### config.mk
export PLATFORM = sky130hd
export DESIGN_NAME = i2cbt_gen
export DESIGN_NICKNAME = d
export VERILOG_FILES = /design/src/rtl/i2cbt_pkg.sv /design/src/rtl/i2cbt_unpack.sv /design/src/rtl/i2cbt_timer.sv /design/src/rtl/i2cbt_seq.sv /design/src/rtl/i2cbt_gen.sv
export SDC_FILE = /design/constraint.sdc
export NUM_CORES = 1
export LEC_CHECK = 0
export BUFFER_PORTS_ARGS = -buffer_cell sky130_fd_sc_hd__clkbuf_2
export CAP_MARGIN = 10
export CORE_ASPECT_RATIO = 0.8
export CORE_MARGIN = 1
export CORE_UTILIZATION = 54
export DETAILED_ROUTE_END_ITERATION = 6
export HOLD_SLACK_MARGIN = 0.03
export PLACE_DENSITY_LB_ADDON = 0.12
export SYNTH_ARGS = -nofsm -noshare
export SYNTH_HDL_FRONTEND = slang
export SYNTH_SLANG_ARGS = --single-unit
### constraint.sdc
create_clock -name clk -period 4.74 [get_ports clk]
set_input_delay 0.948 -clock clk [delete_from_list [all_inputs] [get_ports clk]]
set_output_delay 0.948 -clock clk [all_outputs]
set_load 0.005 [all_outputs]
### src/rtl/i2cbt_pkg.sv
package i2cbt_pkg;

  // command codes presented on cmd_op
  typedef enum logic [1:0] {
    OP_BIT   = 2'b00,
    OP_START = 2'b01,
    OP_STOP  = 2'b10,
    OP_ALT   = 2'b11
  } op_e;

  // sequencer states; the timer derives the phase length from these
  typedef enum logic [2:0] {
    ST_IDLE,
    ST_LEAD,
    ST_LOW,
    ST_HIGH,
    ST_PARK,
    ST_FREE
  } st_e;

  localparam int NUM_WORDS = 3;

endpackage

### src/rtl/i2cbt_unpack.sv
module i2cbt_unpack
  import i2cbt_pkg::*;
#(
  parameter int WORD_W  = 32,
  parameter int FIELD_W = 16
) (
  input  logic [NUM_WORDS-1:0][WORD_W-1:0]  words,
  output logic [NUM_WORDS-1:0][FIELD_W-1:0] upper,
  output logic [NUM_WORDS-1:0][FIELD_W-1:0] lower
);

  // each word carries one field in its top half and one in its bottom half
  for (genvar g = 0; g < NUM_WORDS; g++) begin : g_word
    assign upper[g] = words[g][WORD_W-1 -: FIELD_W];
    assign lower[g] = words[g][FIELD_W-1:0];
  end

endmodule

### src/rtl/i2cbt_timer.sv
module i2cbt_timer
  import i2cbt_pkg::*;
#(
  parameter int FIELD_W    = 16,
  parameter int LOW_EXTRA  = 2,
  parameter int HIGH_EXTRA = 7
) (
  input  logic               clk,
  input  logic               rst_n,
  input  logic               clr,
  input  st_e                phase,
  input  logic [FIELD_W-1:0] lo_cnt,
  input  logic [FIELD_W-1:0] tx_off,
  input  logic [FIELD_W-1:0] hi_cnt,
  input  logic [FIELD_W-1:0] rx_off,
  input  logic [FIELD_W-1:0] lead_cnt,
  input  logic [FIELD_W-1:0] free_cnt,
  output logic               at_end,
  output logic               at_mark
);

  // one spare bit so a full count plus overhead cannot wrap
  localparam int CNT_W = FIELD_W + 1;

  logic [CNT_W-1:0] cnt;
  logic [CNT_W-1:0] len;
  logic [CNT_W-1:0] mark;
  logic             mark_en;

  always_ff @(posedge clk) begin
    if (!rst_n)   cnt <= '0;
    else if (clr) cnt <= '0;
    else          cnt <= cnt + 1'b1;
  end

  always_comb begin
    len     = CNT_W'(1);
    mark    = '0;
    mark_en = 1'b0;
    unique case (phase)
      ST_LOW: begin
        len     = {1'b0, lo_cnt} + CNT_W'(LOW_EXTRA);
        mark    = {1'b0, tx_off};
        mark_en = 1'b1;
      end
      ST_HIGH: begin
        len     = {1'b0, hi_cnt} + CNT_W'(HIGH_EXTRA);
        mark    = {1'b0, rx_off};
        mark_en = 1'b1;
      end
      ST_LEAD: len = (lead_cnt == '0) ? CNT_W'(1) : {1'b0, lead_cnt};
      ST_FREE: len = (free_cnt == '0) ? CNT_W'(1) : {1'b0, free_cnt};
      default: len = CNT_W'(1);
    endcase
  end

  assign at_end  = (cnt == len - CNT_W'(1));
  assign at_mark = mark_en && (cnt == mark);

endmodule

### src/rtl/i2cbt_seq.sv
module i2cbt_seq
  import i2cbt_pkg::*;
(
  input  logic       clk,
  input  logic       rst_n,
  input  logic       cmd_valid,
  output logic       cmd_ready,
  input  logic [1:0] cmd_op,
  input  logic       cmd_bit,
  input  logic       cmd_retain,
  input  logic       sda_in,
  input  logic       at_end,
  input  logic       at_mark,
  output st_e        phase,
  output logic       tmr_clr,
  output logic       scl_o,
  output logic       sda_o,
  output logic       drive_stb_o,
  output logic       sample_stb_o,
  output logic       done_o,
  output logic       rx_bit_o,
  output logic       busy_o
);

  st_e  state, nxt;
  op_e  op_q;
  logic bit_q, ret_q, sda_q, rx_q, park_lo_q, done_q;
  logic accept;
  op_e  op_in;

  assign op_in     = op_e'(cmd_op);
  assign cmd_ready = (state == ST_IDLE) || (state == ST_PARK);
  assign accept    = cmd_valid && cmd_ready;

  always_comb begin
    nxt = state;
    unique case (state)
      ST_IDLE: if (accept && op_in == OP_START) nxt = ST_LEAD;
      ST_PARK: if (accept) nxt = ST_LOW;
      ST_LOW:  if (at_end) nxt = ST_HIGH;
      ST_HIGH: if (at_end) begin
        if (op_q == OP_STOP)       nxt = ST_FREE;
        else if (op_q == OP_START) nxt = ST_LEAD;
        else                       nxt = ST_PARK;
      end
      ST_LEAD: if (at_end) nxt = ST_PARK;
      ST_FREE: if (at_end) nxt = ST_IDLE;
      default: nxt = ST_IDLE;
    endcase
  end

  // the phase counter restarts on every state change
  assign tmr_clr = (nxt != state);
  assign phase   = state;

  always_ff @(posedge clk) begin
    if (!rst_n) begin
      state     <= ST_IDLE;
      op_q      <= OP_BIT;
      bit_q     <= 1'b1;
      ret_q     <= 1'b0;
      sda_q     <= 1'b1;
      rx_q      <= 1'b0;
      park_lo_q <= 1'b0;
      done_q    <= 1'b0;
    end else begin
      state  <= nxt;
      done_q <= 1'b0;
      unique case (state)
        ST_IDLE: if (accept && op_in == OP_START) sda_q <= 1'b0;
        ST_PARK: if (accept) begin
          op_q  <= op_in;
          ret_q <= cmd_retain;
          unique case (op_in)
            OP_START: bit_q <= 1'b1;
            OP_STOP:  bit_q <= 1'b0;
            default:  bit_q <= cmd_bit;
          endcase
        end
        ST_LOW: if (at_mark) sda_q <= bit_q;
        ST_HIGH: begin
          if (at_mark) rx_q <= sda_in;
          if (at_end) begin
            unique case (op_q)
              OP_STOP: begin
                sda_q  <= 1'b1;
                done_q <= 1'b1;
              end
              OP_START: sda_q <= 1'b0;
              default: begin
                done_q    <= 1'b1;
                park_lo_q <= ret_q;
              end
            endcase
          end
        end
        ST_LEAD: if (at_end) begin
          done_q    <= 1'b1;
          park_lo_q <= 1'b1;
        end
        default: ;
      endcase
    end
  end

  assign scl_o        = !((state == ST_LOW) || (state == ST_PARK && park_lo_q));
  assign sda_o        = sda_q;
  assign drive_stb_o  = (state == ST_LOW) && at_mark;
  assign sample_stb_o = (state == ST_HIGH) && at_mark;
  assign done_o       = done_q;
  assign rx_bit_o     = rx_q;
  assign busy_o       = (state != ST_IDLE);

endmodule

### src/rtl/i2cbt_gen.sv
module i2cbt_gen
  import i2cbt_pkg::*;
#(
  parameter int WORD_W     = 32,
  parameter int FIELD_W    = 16,
  parameter int LOW_EXTRA  = 2,
  parameter int HIGH_EXTRA = 7
) (
  input  logic              clk,
  input  logic              rst_n,
  input  logic [WORD_W-1:0] cfg_word0,
  input  logic [WORD_W-1:0] cfg_word1,
  input  logic [WORD_W-1:0] cfg_word2,
  input  logic              cmd_valid,
  output logic              cmd_ready,
  input  logic [1:0]        cmd_op,
  input  logic              cmd_bit,
  input  logic              cmd_retain,
  input  logic              sda_in,
  output logic              scl_o,
  output logic              sda_o,
  output logic              drive_stb_o,
  output logic              sample_stb_o,
  output logic              done_o,
  output logic              rx_bit_o,
  output logic              busy_o
);

  localparam int IDX_HIGH = 0;
  localparam int IDX_LOW  = 1;
  localparam int IDX_BUS  = 2;

  logic [NUM_WORDS-1:0][WORD_W-1:0]  words;
  logic [NUM_WORDS-1:0][FIELD_W-1:0] upper, lower;
  st_e  phase;
  logic tmr_clr, at_end, at_mark;

  assign words[IDX_HIGH] = cfg_word0;
  assign words[IDX_LOW]  = cfg_word1;
  assign words[IDX_BUS]  = cfg_word2;

  i2cbt_unpack #(.WORD_W(WORD_W), .FIELD_W(FIELD_W)) u_unpack (
    .words (words),
    .upper (upper),
    .lower (lower)
  );

  i2cbt_timer #(
    .FIELD_W    (FIELD_W),
    .LOW_EXTRA  (LOW_EXTRA),
    .HIGH_EXTRA (HIGH_EXTRA)
  ) u_timer (
    .clk      (clk),
    .rst_n    (rst_n),
    .clr      (tmr_clr),
    .phase    (phase),
    .lo_cnt   (upper[IDX_LOW]),
    .tx_off   (lower[IDX_LOW]),
    .hi_cnt   (upper[IDX_HIGH]),
    .rx_off   (lower[IDX_HIGH]),
    .lead_cnt (lower[IDX_BUS]),
    .free_cnt (upper[IDX_BUS]),
    .at_end   (at_end),
    .at_mark  (at_mark)
  );

  i2cbt_seq u_seq (
    .clk          (clk),
    .rst_n        (rst_n),
    .cmd_valid    (cmd_valid),
    .cmd_ready    (cmd_ready),
    .cmd_op       (cmd_op),
    .cmd_bit      (cmd_bit),
    .cmd_retain   (cmd_retain),
    .sda_in       (sda_in),
    .at_end       (at_end),
    .at_mark      (at_mark),
    .phase        (phase),
    .tmr_clr      (tmr_clr),
    .scl_o        (scl_o),
    .sda_o        (sda_o),
    .drive_stb_o  (drive_stb_o),
    .sample_stb_o (sample_stb_o),
    .done_o       (done_o),
    .rx_bit_o     (rx_bit_o),
    .busy_o       (busy_o)
  );

endmodule

== Word level (Yosys, flattened, before mapping) ==
Cells that the tools add are included.
W data, S select, Z words.

* Add/sub/neg operators: 4
* Multipliers: 0
* Divide/modulo/power cells: 0
* Magnitude comparators: 0
* Eq/ne operators: 18
* Shift-type cells: 0
* Mux-type cells: 28
* Bitwise gates (word level): 1
* Reduce and logical (&&, ||, !) cells: 22

{| class="wikitable"
|+ Operators with widths
! cell !! count
|-
| $pmux W17 S4 || 1
|-
| $logic_not A16 Y1 || 2
|-
| $mux W16 || 2
|-
| $pmux W16 S2 || 1
|-
| $mux W3 || 8
|-
| $pmux W3 S6 || 1
|-
| $add A16 B2 Y17 const B || 1
|-
| $add A16 B3 Y17 const B || 1
|-
| $add A17 B1 Y17 const B || 1
|-
| $eq A17 B16 Y1 || 1
|-
| $eq A17 B17 Y1 || 1
|-
| $sub A17 B1 Y17 const B || 1
|-
| $mux W1 || 10
|-
| $ne A2 B2 Y1 const B || 4
|-
| $pmux W1 S2 || 4
|-
| $eq A3 B2 Y1 const B || 2
|-
| $eq A3 B3 Y1 const B || 2
|-
| $logic_and A1 B1 Y1 || 6
|-
| $reduce_bool A3 Y1 || 2
|-
| $reduce_or A2 Y1 || 3
|-
| $reduce_and A5 Y1 || 1
|-
| $eq A2 B1 Y1 const B || 2
|-
| $eq A2 B2 Y1 const B || 2
|-
| $reduce_and A2 Y1 || 2
|-
| other kinds (11) || 12
|}

* Bits in registers: 28
* Latch bits: 0
* RAM bits: 0
* ROM bits: 0
* Bits of input ports: 104
* Output and inout bits: 8
* Logic and storage cells: 82
* Memories: 0

== Longest topological paths before layout ==
Gate-level depths: netlist (run 1).

* Depth after elaboration: 9
* Depth in mapped cells: 18
* Depth with buffers taken out: 15

== Hierarchy ==
From an unflattened synthesis (run 1), not the netlist that was laid out.

* Cell total of the unflattened synthesis: 573
* Area total of the unflattened synthesis: 4331.7 µm²

{| class="wikitable"
|+ By module, submodules not included
! module !! times used !! cells an instance !! area each (µm²) !! seq. area each (µm²)
|-
| i2cbt_timer || 1 || 403 || 2985.4 || 340.3
|-
| i2cbt_unpack || 1 || 96 || 720.7 || 0.0
|-
| i2cbt_seq || 1 || 74 || 625.6 || 220.2
|}

== Worst setup path after synthesis (run 1) ==
OpenSTA, ideal clock, no wires.

* Kind: in2reg
* Start point: in cfg_word2[29]
* End point: reg u_timer.cnt[0]
* Setup time: 59 ps
* Data arrival time: 4192 ps
* Required time: 4681 ps
* Slack: 490 ps
* Stages on the path: 16
* Path buffers: 1
* Cells stage by stage: or4_1 nor4_2 a41oi_1 o221ai_2 inv_1 ha_1 nor3b_2 nand2_1 nor3_1 a2111o_1 o211a_1 o2111a_1 o211a_4 a21oi_2 buf_4 o211a_1

* Longest elaborated chain between the ends: 9
* Elaborated cells on any way between the ends: 12
* Those cells by class: add/sub (1); eq/ne (2); mux (7); reduce/logical (2)

{| class="wikitable"
|+ RTL lines
! element !! line !! source
|-
| start: declaration || i2cbt_gen.sv:13 || <nowiki>input logic [WORD_W-1:0] cfg_word2,</nowiki>
|-
| $logic_not A16 Y1 || i2cbt_timer.sv:52 || <nowiki>ST_FREE: len = (free_cnt == '0) ? CNT_W'(1) : {1'b0, free_cnt};</nowiki>
|-
| $mux W16 * || i2cbt_timer.sv:52 ||
|-
| $pmux W17 S4 * || i2cbt_timer.sv:40 || <nowiki>unique case (phase)</nowiki>
|-
| $sub A17 B1 Y17 * || i2cbt_timer.sv:57 || <nowiki>assign at_end = (cnt == len - CNT_W'(1));</nowiki>
|-
| $eq A17 B17 Y1 * || i2cbt_timer.sv:57 ||
|-
| $mux W3, on equally long branches || - ||
|-
| $pmux W3 S6 * || i2cbt_seq.sv:37 || <nowiki>unique case (state)</nowiki>
|-
| $ne A3 B3 Y1 * || i2cbt_seq.sv:53 || <nowiki>assign tmr_clr = (nxt != state);</nowiki>
|-
| $reduce_or A2 Y1 (no source line) * || - ||
|-
| end signal: assignment || i2cbt_timer.sv:33 || <nowiki>else cnt <= cnt + 1'b1;</nowiki>
|-
| end: declaration || i2cbt_timer.sv:25 || <nowiki>logic [CNT_W-1:0] cnt;</nowiki>
|}

Every way passes the cells marked *; elsewhere a longest branch is shown, timed or not.
A chain may end at the register's enable or synchronous reset.

== Final worst setup path (run 1) ==
* Start point: in cfg_word2[29]
* End point: reg u_timer.cnt[4]

The elaborated chain is that of the path after synthesis.

==> flow_metrics.tcl, run 1 <==
set metrics [dict create \
    m1WireLength_um 5210 \
    power.share.combinational_pct 61.0 \
    wl_per_cell_um 17.2 \
    clock_skew_ns 0.00414 \
    area_growth_pct 18.9 \
    hold_buffers 0 \
    hp-start "u_seq.rx_bit_o" \
    placedInstanceArea_mm2 0.00463 \
    worst-setup-path-type "in2reg" \
    timing.rr.end "u_timer.cnt[4]" \
    total_leakage_power_nw 2.00 \
    yosysWarnings 0 \
    worst_slew_pin_slew_ns 1.19 \
    sw_frac_of_total_pct 43.5 \
    clockRootBuffer "clkbuf_8" \
    synth_area_mm2 0.00395 \
    max_freq_mhz 229 \
    arrival_ns 4.56 \
    synth.area.top_cells "dfxtp_1 (14%), xnor2_1 (11%), mux2i_1 (6.3%)" \
    portBuffers 111 \
    synth_seq_cells 28 \
    violations "design-rule violations" \
    start_util_pct 56.5 \
    vdd_drop_max_mv 0.168 \
    r2r_slack_ns 0.50 \
    routed.top_layer "met4" \
    grt_first_pass_wirelength_um 19900 \
    fin_area_mm2 0.00470 \
    tritoncts "yes" \
    path_cells "clkbuf_2, or4_1, nor4_2, a41oi_1, o221ai_2, inv_1, ha_1, nor3b_2, xnor2_1, nand4_1, a211oi_1, o211a_1, o2111a_1, o211a_4, a31oi_4, buf_12, o211a_1" \
    core_mm2 0.00699 \
    synth_edf_count 0 \
    cts_made_buffers 3 \
    antenna_found_initial 0 \
    worst_hold_path.num_cells 2 \
    synth_ff_type "dfxtp_1" \
    clock_latency_ns 0.28 \
    ctsHtreeMaxLevel 1 \
    die_y_um 78.5 \
    routed-wl-met3_um 1140 \
    cp_common_cell "o211a_1" \
    synth_cell_type_count 74 \
    worst_path_largest_cell_delay_ns 0.54 \
    finalSetupViolations 0 \
    num_rows 27 \
    nets 725 \
    grt_max_degree 29 \
    end_kind "flip-flop" \
    vias 4453 \
    clk_pin_slew_ns 0.10 \
    yosys.area.top_type "dfxtp_1" \
    drtPass1Iterations 7 \
    wl_um 12100 \
    yosysSeqAreaShare_pct 14.2 \
    drive_gt1_share_pct 27.2 \
    post-cts-setup-buffers 0 \
    drc_errors 10 \
    syn_area_per_cell_um2 7.69 \
    status "finished with violations" \
    clock-sinks 28 \
    crit_family "compound AO/OA/AOI/OAI gates" \
    n_antenna_cell 0 \
    post-dp-hpwl_um 9770 \
    syn_inst 514 \
    period_needed_ns 4.37 \
    reg2reg_depth 15 \
    synthDominantCellAreaShare_pct 14.2 \
    hold_violations 0 \
    track_usage_pct 31.9 \
    worstPathRequired_ns 4.92 \
    gp_congestion 0.937 \
    die-area_mm2 0.00767 \
    relSlewSlack_pct 20.1 \
    die_w_um 97.7 \
    drtAntennaViolNets 0 \
    boundaryPins 112 \
    clock_power_share_pct 16.0 \
    min_path_type "reg2reg" \
    cap_viol_max_count 0 \
    setup_tns_ns 0 \
    power.density_mw_per_mm2 258 \
    clockBufferDepth 2 \
    cp-start-kind "input pin" \
    seqPwrFrac_pct 23.0 \
    power.internal_w 0.000686 \
    rsz0062_at_grt "false" \
    viasPerCell 6.36 \
    crit_slowest_cell "or4_1" \
    fin_crit_sh_pct 92.3 \
    async_flop_share_pct 0 \
    overflow 0 \
    drt_iter0_markers 415 \
    power_switching_w 0.000528 \
    grt_pass1_vias 4071 \
    worstHoldEndpoint "u_seq.rx_bit_o" \
    r2r-start "u_seq.phase[1]" \
    cts_resized 0 \
    wl_met2_um 5510 \
    drv_slew 0 \
    synth_fp_nets 625 \
    path_max_fanout 17 \
    path_buf_inv 3 \
]
## synthesized netlist by cell type, types with 3 or more instances
| cell | n |
|---|---|
| o32ai_1 | 6 |
| nand4_1 | 16 |
| a31oi_1 | 4 |
| and2_1 | 3 |
| nor4_1 | 17 |
| ha_1 | 7 |
| nor3b_1 | 3 |
| nand2_1 | 41 |
| nand2b_1 | 3 |
| xor2_1 | 19 |
| or4_1 | 5 |
| buf_2 | 13 |
| mux2_2 | 12 |
| a211o_1 | 4 |
| a211oi_1 | 8 |
| xnor2_1 | 50 |
| nor3_1 | 13 |
| o21ai_0 | 10 |
| o211ai_1 | 7 |
| or3_1 | 5 |
| nand3_1 | 16 |
| o22ai_1 | 4 |
| inv_1 | 21 |
| clkbuf_1 | 14 |
| dfxtp_1 | 28 |
| nor2b_1 | 6 |
| o211a_1 | 21 |
| mux2i_1 | 25 |
| a21oi_1 | 11 |
| nor4b_1 | 5 |
| and3_1 | 6 |
| nor2_1 | 52 |
## per-layer routing
metal / vias up / track usage [%]
met5: - / 0
met4: 0 / 8.18
met3: 28 / 3.56
met2: 245 / 53.9
met1: 2061 / 43.1
li1: 2119 / -
## sequential cells by signal, summed over array words and instances, names as in the netlist
name,cells
u_timer.cnt,17
u_seq.phase,3
u_seq.op_q,2
u_seq.bit_q,1
u_seq.done_o,1
u_seq.park_lo_q,1
u_seq.ret_q,1
u_seq.rx_bit_o,1
u_seq.sda_o,1
## metrics by stage
step	hold slack (ns)	util (%)	setup slack [ns]	total power, W	std cells
after floorplan	0.459	-	0.490	0.000772	514
after global placement	0.480	66.2	0.257	0.000992	696
after detailed placement	0.489	66.2	0.116	0.00101	696
after CTS	0.515	67.2	0.377	0.00121	700
after global routing	0.550	67.2	0.213	0.00129	700
final	0.502	67.2	0.366	0.00121	700
## area by class of cell
type / instances / area, µm²
Multi-Input combinational cell: 434 / 3160
Fill cell: 615 / 2290
Timing Repair Buffer: 126 / 718
Sequential cell: 28 / 562
Tap cell: 87 / 109
Inverter: 21 / 78.8
Clock buffer: 3 / 41.3
Clock inverter: 1 / 30.0
## kinds of logic after synthesis
logic type | synth area share (%)
and+or+nand+nor | 29.6
AOI/OAI and AO/OA | 23.2
muxes | 9.75
adders and majority gates | 2.22
buffers and inverters | 5.82
xor gates and xnor gates | 15.3
DFF | 14.2
## how the worst max path moves through the flow
stage | end | cells after the start | startpoint
2_1_floorplan | u_timer.cnt[0] | 16 | cfg_word2[29]
3_3_place_gp | u_timer.cnt[1] | 17 | cfg_word2[29]
3_5_place_dp | u_timer.cnt[4] | 17 | cfg_word2[29]
4_1_cts | u_timer.cnt[4] | 17 | cfg_word2[29]
5_1_grt | u_timer.cnt[13] | 17 | cfg_word2[29]
6_report | u_timer.cnt[4] | 17 | cfg_word2[29]
## power groups by stage
stage	clock, W	sequential (W)	combinational [W]
finish	0.000194	0.000280	0.000740
global route	0.000209	0.000282	0.000799
CTS	0.000199	0.000278	0.000729
detailed placement	0	0.000284	0.000725
global placement	0	0.000283	0.000709
floorplan	0	0.000260	0.000512
## placed cells by master, fill, tap and decap left out, types with 7 or more instances in the layout
cell type,count
nand2_1,41
xnor2_1,50
nor4_1,17
inv_1,21
ha_1,7
dfxtp_1,27
nor2_1,52
mux2_2,12
nand3_1,16
buf_4,11
a211oi_1,8
a21oi_1,11
o21ai_0,10
o211a_1,21
nand4_1,16
nor3_1,13
xor2_1,19
clkbuf_2,111
mux2i_1,25
o211ai_1,7
## worst reg2reg max path, cell delays in order, from the launching register on
cell,delay (ns)
dfxtp_1,0.64
nand2b_1,0.36
o22ai_1,0.31
o221ai_2,0.14
inv_1,0.10
ha_1,0.20
nor3b_2,0.56
nand2_1,0.18
and3_1,0.22
a2111o_1,0.34
o211a_1,0.24
o2111a_1,0.17
o211a_4,0.18
a31oi_4,0.20
buf_12,0.17
o211a_1,0.17
No activity file was read; power rests on OpenSTA's default activity.
==> run 2, diff against run 1 <==
Settings changed: CORE_UTILIZATION 54 to 55, SYNTH_HIERARCHICAL from default to 1.
==> flow_metrics.tcl, run 2 <==
set metrics [dict create \
    status "complete, no violations" \
    drv_slew 0 \
    syn_inst 573 \
    antenna_found_initial 0 \
    max_freq_mhz 227 \
    n_antenna_cell 0 \
    clockBufferDepth 2 \
    clockRootBuffer "clkbuf_8" \
    vdd_drop_max_mv 0.107 \
    synth_fp_nets 683 \
    power_switching_w 0.000231 \
    p_total_w 0.000679 \
    cap_viol_max_count 0 \
    end_kind "flip-flop" \
    multiInputGateArea_mm2 0.00287 \
    ctsHtreeMaxLevel 1 \
    sw_frac_of_total_pct 34.1 \
    clock_latency_ns 0.28 \
    overflow 0 \
    yosysSeqAreaShare_pct 12.9 \
    path_max_fanout 8 \
    power.internal_w 0.000448 \
    start_util_pct 57.8 \
    worst_slew_pin_slew_ns 0.600 \
    drc_errors 0 \
    die_w_um 101 \
    crit_family "simple AND/OR/NAND/NOR gates" \
    synth_common_cells "buf_4 (99), xor2_1 (38), nor2_1 (36)" \
    wl_per_cell_um 16.5 \
    viasPerCell 5.84 \
    synth.area.top_cells "buf_4 (17%), dfxtp_1 (13%), xor2_1 (7.7%)" \
    boundaryPins 112 \
    relSlewSlack_pct 59.9 \
    worst_path_largest_cell_delay_ns 0.30 \
    post-dp-hpwl_um 9360 \
    core_mm2 0.00750 \
    grt_pass1_vias 3648 \
    clock-sinks 28 \
    hold_slack_ns 0.513 \
    num_rows 28 \
    worst-setup-path-type "in2reg" \
    die_y_um 81.4 \
    nets 706 \
    syn_area_per_cell_um2 7.56 \
    hold_buffers 0 \
    min_path_type "reg2reg" \
    synth_seq_cells 28 \
    vias 4089 \
    path_cells "clkbuf_2, inv_1, ha_1, nor2b_1, buf_12, nor4b_2, xnor2_1, o221ai_1, buf_4, or2_2, nor3_1, nand4b_1, and3_1, nor4_2, buf_4, nand2_1, buf_4, o221a_1, o21ai_1, o211ai_1" \
    synth_ff_type "dfxtp_1" \
    tritoncts "yes" \
    fill_cells 735 \
    final_common_cell "clkbuf_2" \
    area_growth_pct 4.27 \
    die-area_mm2 0.00824 \
    synth_area_mm2 0.00433 \
    clock_power_share_pct 22.4 \
    grt_max_degree 22 \
    drtAntennaViolNets 0 \
    yosys.area.top_type "buf_4" \
    finalSetupViolations 0 \
    path_buf_inv 6 \
    rsz0062_at_grt "false" \
    track_usage_pct 28.0 \
    drtPass1Iterations 7 \
    wl_um 11500 \
    arrival_ns 4.55 \
    fin_crit_sh_pct 92.8 \
    yosysWarnings 6 \
    drive_gt1_share_pct 30.3 \
    cp_common_cell "buf_4" \
    drt_iter0_markers 243 \
    yosysMostFrequentCell "buf_4" \
    grt_first_pass_wirelength_um 18000 \
    synthDominantCellAreaShare_pct 17.2 \
    synth_cell_type_count 80 \
    largest_reg_flops 17 \
    clock_skew_ns 0.00789 \
    async_flop_share_pct 0 \
    power.density_mw_per_mm2 150 \
    setup_tns_ns 0 \
    top_register "u_timer/cnt" \
    synth_edf_count 0 \
    portBuffers 111 \
    register_area_um2 561 \
    worstPathRequired_ns 4.89 \
    crit_slowest_cell "or2_2" \
    gp_congestion 0.966 \
    hold_violations 0 \
    period_needed_ns 4.40 \
    cp-start-kind "input pin" \
    power.share.combinational_pct 40.9 \
    final_cell_mix "clkbuf_2 (111), xor2_1 (38), nor2_1 (36), nand2_1 (34), xnor2_1 (31)" \
    seqPwrFrac_pct 36.7 \
    cts_made_buffers 3 \
    total_leakage_power_nw 1.83 \
    clk_pin_slew_ns 0.09 \
]
run 2: changes by cell type after synthesis, moves of 17 or more:
cell     previous run  this run
buf_4               1        99
a22oi_1             2        19
xnor2_1            50        31
mux2i_1            25         7
xor2_1             19        38
o211a_1            21         3
run 2: layout make-up:
cell class | instances | share of cell area (%)
inverters | 19 | 1.58
clock buffers | 4 | 1.22
multi-input cells | 401 | 63.6
well taps | 105 | 2.91
flip-flops and latches | 28 | 12.4
repair buffers | 143 | 18.3
run 2: routing by layer:
layer	GRT usage, %	part of all wire, %
met1	41.0	50
met2	44.6	44
met3	4.04	5.5
met4	2.61	0.39
met5	0	0
run 2: repair_timing:
item                                    in CTS  in global routing
setup buffers                                0                  3
endpoints found under the setup margin       0                 21
gates resized for setup                      0                  7
run 2: cells by family (layout without fill, tap and decap cells):
kind of cell | after synthesis | in the layout | synth area share, %
compound gates | 94 | 94 | 16.6
xor+xnor | 70 | 70 | 14.5
fa+ha+maj | 6 | 6 | 1.73
buf+inv | 144 | 166 | 21.8
flops | 28 | 28 | 12.9
mux | 15 | 15 | 3.70
simple gates | 216 | 216 | 28.9
run 2: worst paths after layout:
path                                 startpoint              end  slack, ns  depth (start not counted)
worst max-delay path              cfg_word0[16]      u_seq/sda_o       0.34                         20
worst min-delay path            u_seq/park_lo_q  u_seq/park_lo_q       0.51                          1
worst max register to register   u_seq/phase[2]      u_seq/sda_o       0.45                         20
worst min register to register  u_seq/park_lo_q  u_seq/park_lo_q       0.51                          1
run 2: worst reg2reg max path: cells and delay by family (launching register included):
family | cells | cell delay, ns
AOI/OAI and AO/OA | 4 | 0.74
adders and majority gates | 1 | 0.26
buffers and inverters | 5 | 0.77
DFF | 1 | 0.42
and+or+nand+nor | 10 | 2.00
run 2: power groups by stage:
stage               clock [W]  combinational, W  sequential [W]
detailed placement          0          0.000266        0.000255
global route         0.000163          0.000302        0.000250
floorplan                   0          0.000220        0.000251
CTS                  0.000153          0.000268        0.000249
finish               0.000152          0.000278        0.000249
global placement            0          0.000264        0.000254
run 2: through the flow:
stage                     std cells  utilization [%]  setup slack (ns)  area [µm²]
after floorplan                 573                -            0.0448        4340
after global placement          693             58.7            0.0601        4400
after detailed placement        693             58.7          -0.00503        4400
after CTS                       697             59.4             0.288        4450
after global routing            700             60.2            0.0348        4520
final                           700             60.2             0.343        4520
==> run 3, diff against run 2 <==
Settings changed: ABC_AREA from default to 1, CORE_UTILIZATION 55 to 56.
==> flow_metrics.tcl, run 3 <==
set metrics [dict create \
    clock_latency_ns 0.28 \
    cap_viol_max_count 0 \
    rsz0062_at_grt "false" \
    setup_tns_ns 0 \
    worst_slew_pin_slew_ns 0.709 \
    synthDominantCellAreaShare_pct 17.3 \
    hold_slack_ns 0.470 \
    clockRootBuffer "clkbuf_8" \
    post-dp-hpwl_um 10400 \
    ctsHtreeMaxLevel 1 \
    grt_first_pass_wirelength_um 19900 \
    cp-start-kind "input pin" \
    hp-start "u_seq/rx_bit_o" \
    area_growth_pct -0.0796 \
    clk_pin_slew_ns 0.10 \
    clockBufferDepth 2 \
    syn_inst 844 \
    top_register "u_timer/cnt" \
    crit_slowest_cell "ha_1" \
    drive_gt1_share_pct 20.4 \
    drtAntennaViolNets 0 \
    max_freq_mhz 238 \
    finalSetupViolations 0 \
    boundaryPins 112 \
    post-cts-setup-buffers 0 \
    largest_reg_flops 17 \
    worst_path_largest_cell_delay_ns 0.29 \
    antenna_found_initial 0 \
    async_flop_share_pct 0 \
    num_rows 29 \
    synth_fp_nets 954 \
    cts_made_buffers 3 \
    die_y_um 84.1 \
    synth_common_cells "nand2_1 (218), nor2_1 (121), inv_1 (110)" \
    path_max_fanout 14 \
    hold_violations 0 \
    grt_max_degree 30 \
    r2r-start "u_seq/phase[2]" \
    die-area_mm2 0.00880 \
    worstPathRequired_ns 4.97 \
    gp_congestion 0.903 \
    yosys.area.top_type "nand2_1" \
    drv_slew 0 \
    grt_pass1_vias 4346 \
    clock_skew_ns 0.00285 \
    start_util_pct 58.6 \
    core_mm2 0.00806 \
    worst_hold_path.num_cells 2 \
    worst-setup-path-type "in2reg" \
    min_path_type "reg2reg" \
    clock_power_share_pct 20.7 \
    cp_common_cell "nand2_1" \
    syn_area_per_cell_um2 5.59 \
    vias 5087 \
    yosysWarnings 6 \
    r2r_slack_ns 0.58 \
    worstHoldEndpoint "u_seq/rx_bit_o" \
    die_w_um 105 \
    period_needed_ns 4.21 \
    total_leakage_power_nw 2.52 \
    vdd_drop_max_mv 0.151 \
    yosysMostFrequentCell "nand2_1" \
    n_antenna_cell 0 \
    fin_crit_sh_pct 88.8 \
    power.internal_w 0.000442 \
    nets 967 \
    drc_errors 0 \
    tritoncts "yes" \
    viasPerCell 5.28 \
    wl_um 12400 \
    power.density_mw_per_mm2 156 \
    seqPwrFrac_pct 34.5 \
    crit_family "simple AND/OR/NAND/NOR gates" \
    synth_seq_cells 28 \
    sw_frac_of_total_pct 40.1 \
    synth_cell_type_count 40 \
    arrival_ns 4.44 \
    drtPass1Iterations 5 \
    yosysSeqAreaShare_pct 11.9 \
    portBuffers 111 \
    synth.area.top_cells "nand2_1 (17%), buf_4 (16%), dfxtp_1 (12%)" \
    power.share.combinational_pct 44.7 \
    drt_iter0_markers 434 \
    end_kind "flip-flop" \
    path_buf_inv 6 \
    final_common_cell "nand2_1" \
    overflow 0 \
    power_switching_w 0.000296 \
    timing.rr.end "u_timer/cnt[9]" \
    synth_ff_type "dfxtp_1" \
    reg2reg_depth 30 \
    synth_area_mm2 0.00472 \
    synth_edf_count 0 \
    wl_per_cell_um 12.8 \
    track_usage_pct 27.7 \
    clock-sinks 28 \
    place_inst 960 \
    final_cell_mix "nand2_1 (218), nor2_1 (120), clkbuf_2 (111), inv_1 (110), nand3_1 (78)" \
    status "complete, no violations" \
    relSlewSlack_pct 52.6 \
    final_cell_count_no_fill 964 \
]
[run 3: area by class of cell]
| type | count | area [µm²] |
|---|---|---|
| Fill cell | 872 | 3340 |
| Multi-Input combinational cell | 592 | 2940 |
| Timing Repair Buffer | 114 | 578 |
| Sequential cell | 28 | 563 |
| Inverter | 118 | 443 |
| Tap cell | 108 | 135 |
| Clock buffer | 4 | 55.1 |
[run 3: worst max-delay path by stage]
stage                   start         endpoint  slack [ns]  cells after the start
2_1_floorplan   cfg_word0[16]  u_timer/cnt[16]        0.69                     29
3_3_place_gp    cfg_word0[16]   u_timer/cnt[9]        0.26                     30
3_5_place_dp    cfg_word0[16]   u_timer/cnt[9]        0.15                     30
4_1_cts        u_seq/phase[2]   u_timer/cnt[9]        0.34                     29
5_1_grt        u_seq/phase[2]   u_timer/cnt[9]        0.04                     32
6_report        cfg_word0[16]   u_timer/cnt[9]        0.53                     30
[run 3: per-layer routing]
layer	wire (µm)	track usage (%)
met4	119	3.71
met3	990	3.43
met5	0	0
met2	5280	43.7
met1	5970	41.0
[run 3: what timing repair did]
action                                  4_1_cts  5_1_grt
hold buffers                                  0        0
endpoints found under the setup margin        0       17
gates resized for setup                       0        4
endpoints found under the hold margin         0        0
[run 3: power by group through the flow]
stage,clock [W],sequential [W],combinational (W)
global placement,0,0.000260,0.000314
floorplan,0,0.000256,0.000282
detailed placement,0,0.000260,0.000321
global route,0.000166,0.000257,0.000375
finish,0.000153,0.000255,0.000330
CTS,0.000156,0.000255,0.000323
[run 3: logic make-up after synthesis]
| family | share of synthesized area, % |
|---|---|
| XOR/XNOR | 2.04 |
| AO/OA/AOI/OAI | 11.7 |
| flip-flops | 11.9 |
| buffers and inverters | 25.9 |
| AND/OR/NAND/NOR | 46.8 |
| adder cells (fa/ha/maj) | 1.59 |
[run 3: per-stage QoR]
| step | worst slack (ns) | utilization, % | cell area, µm² | total power [W] |
|---|---|---|---|---|
| final | 0.533 | 58.6 | 4720 | 0.000738 |
| after global routing | 0.0350 | 58.6 | 4720 | 0.000798 |
| after detailed placement | 0.147 | 57.8 | 4650 | 0.000581 |
| after global placement | 0.259 | 57.8 | 4650 | 0.000574 |
| after CTS | 0.338 | 58.4 | 4710 | 0.000734 |
| after floorplan | 0.687 | - | 4720 | 0.000538 |
[run 3: worst reg2reg max path: cells and delay by family, from the launching register on]
family | cells | cell delay (ns)
compound gates | 3 | 0.48
simple gates | 22 | 2.47
buf+inv | 4 | 0.51
flops | 1 | 0.45
fa+ha+maj | 1 | 0.20
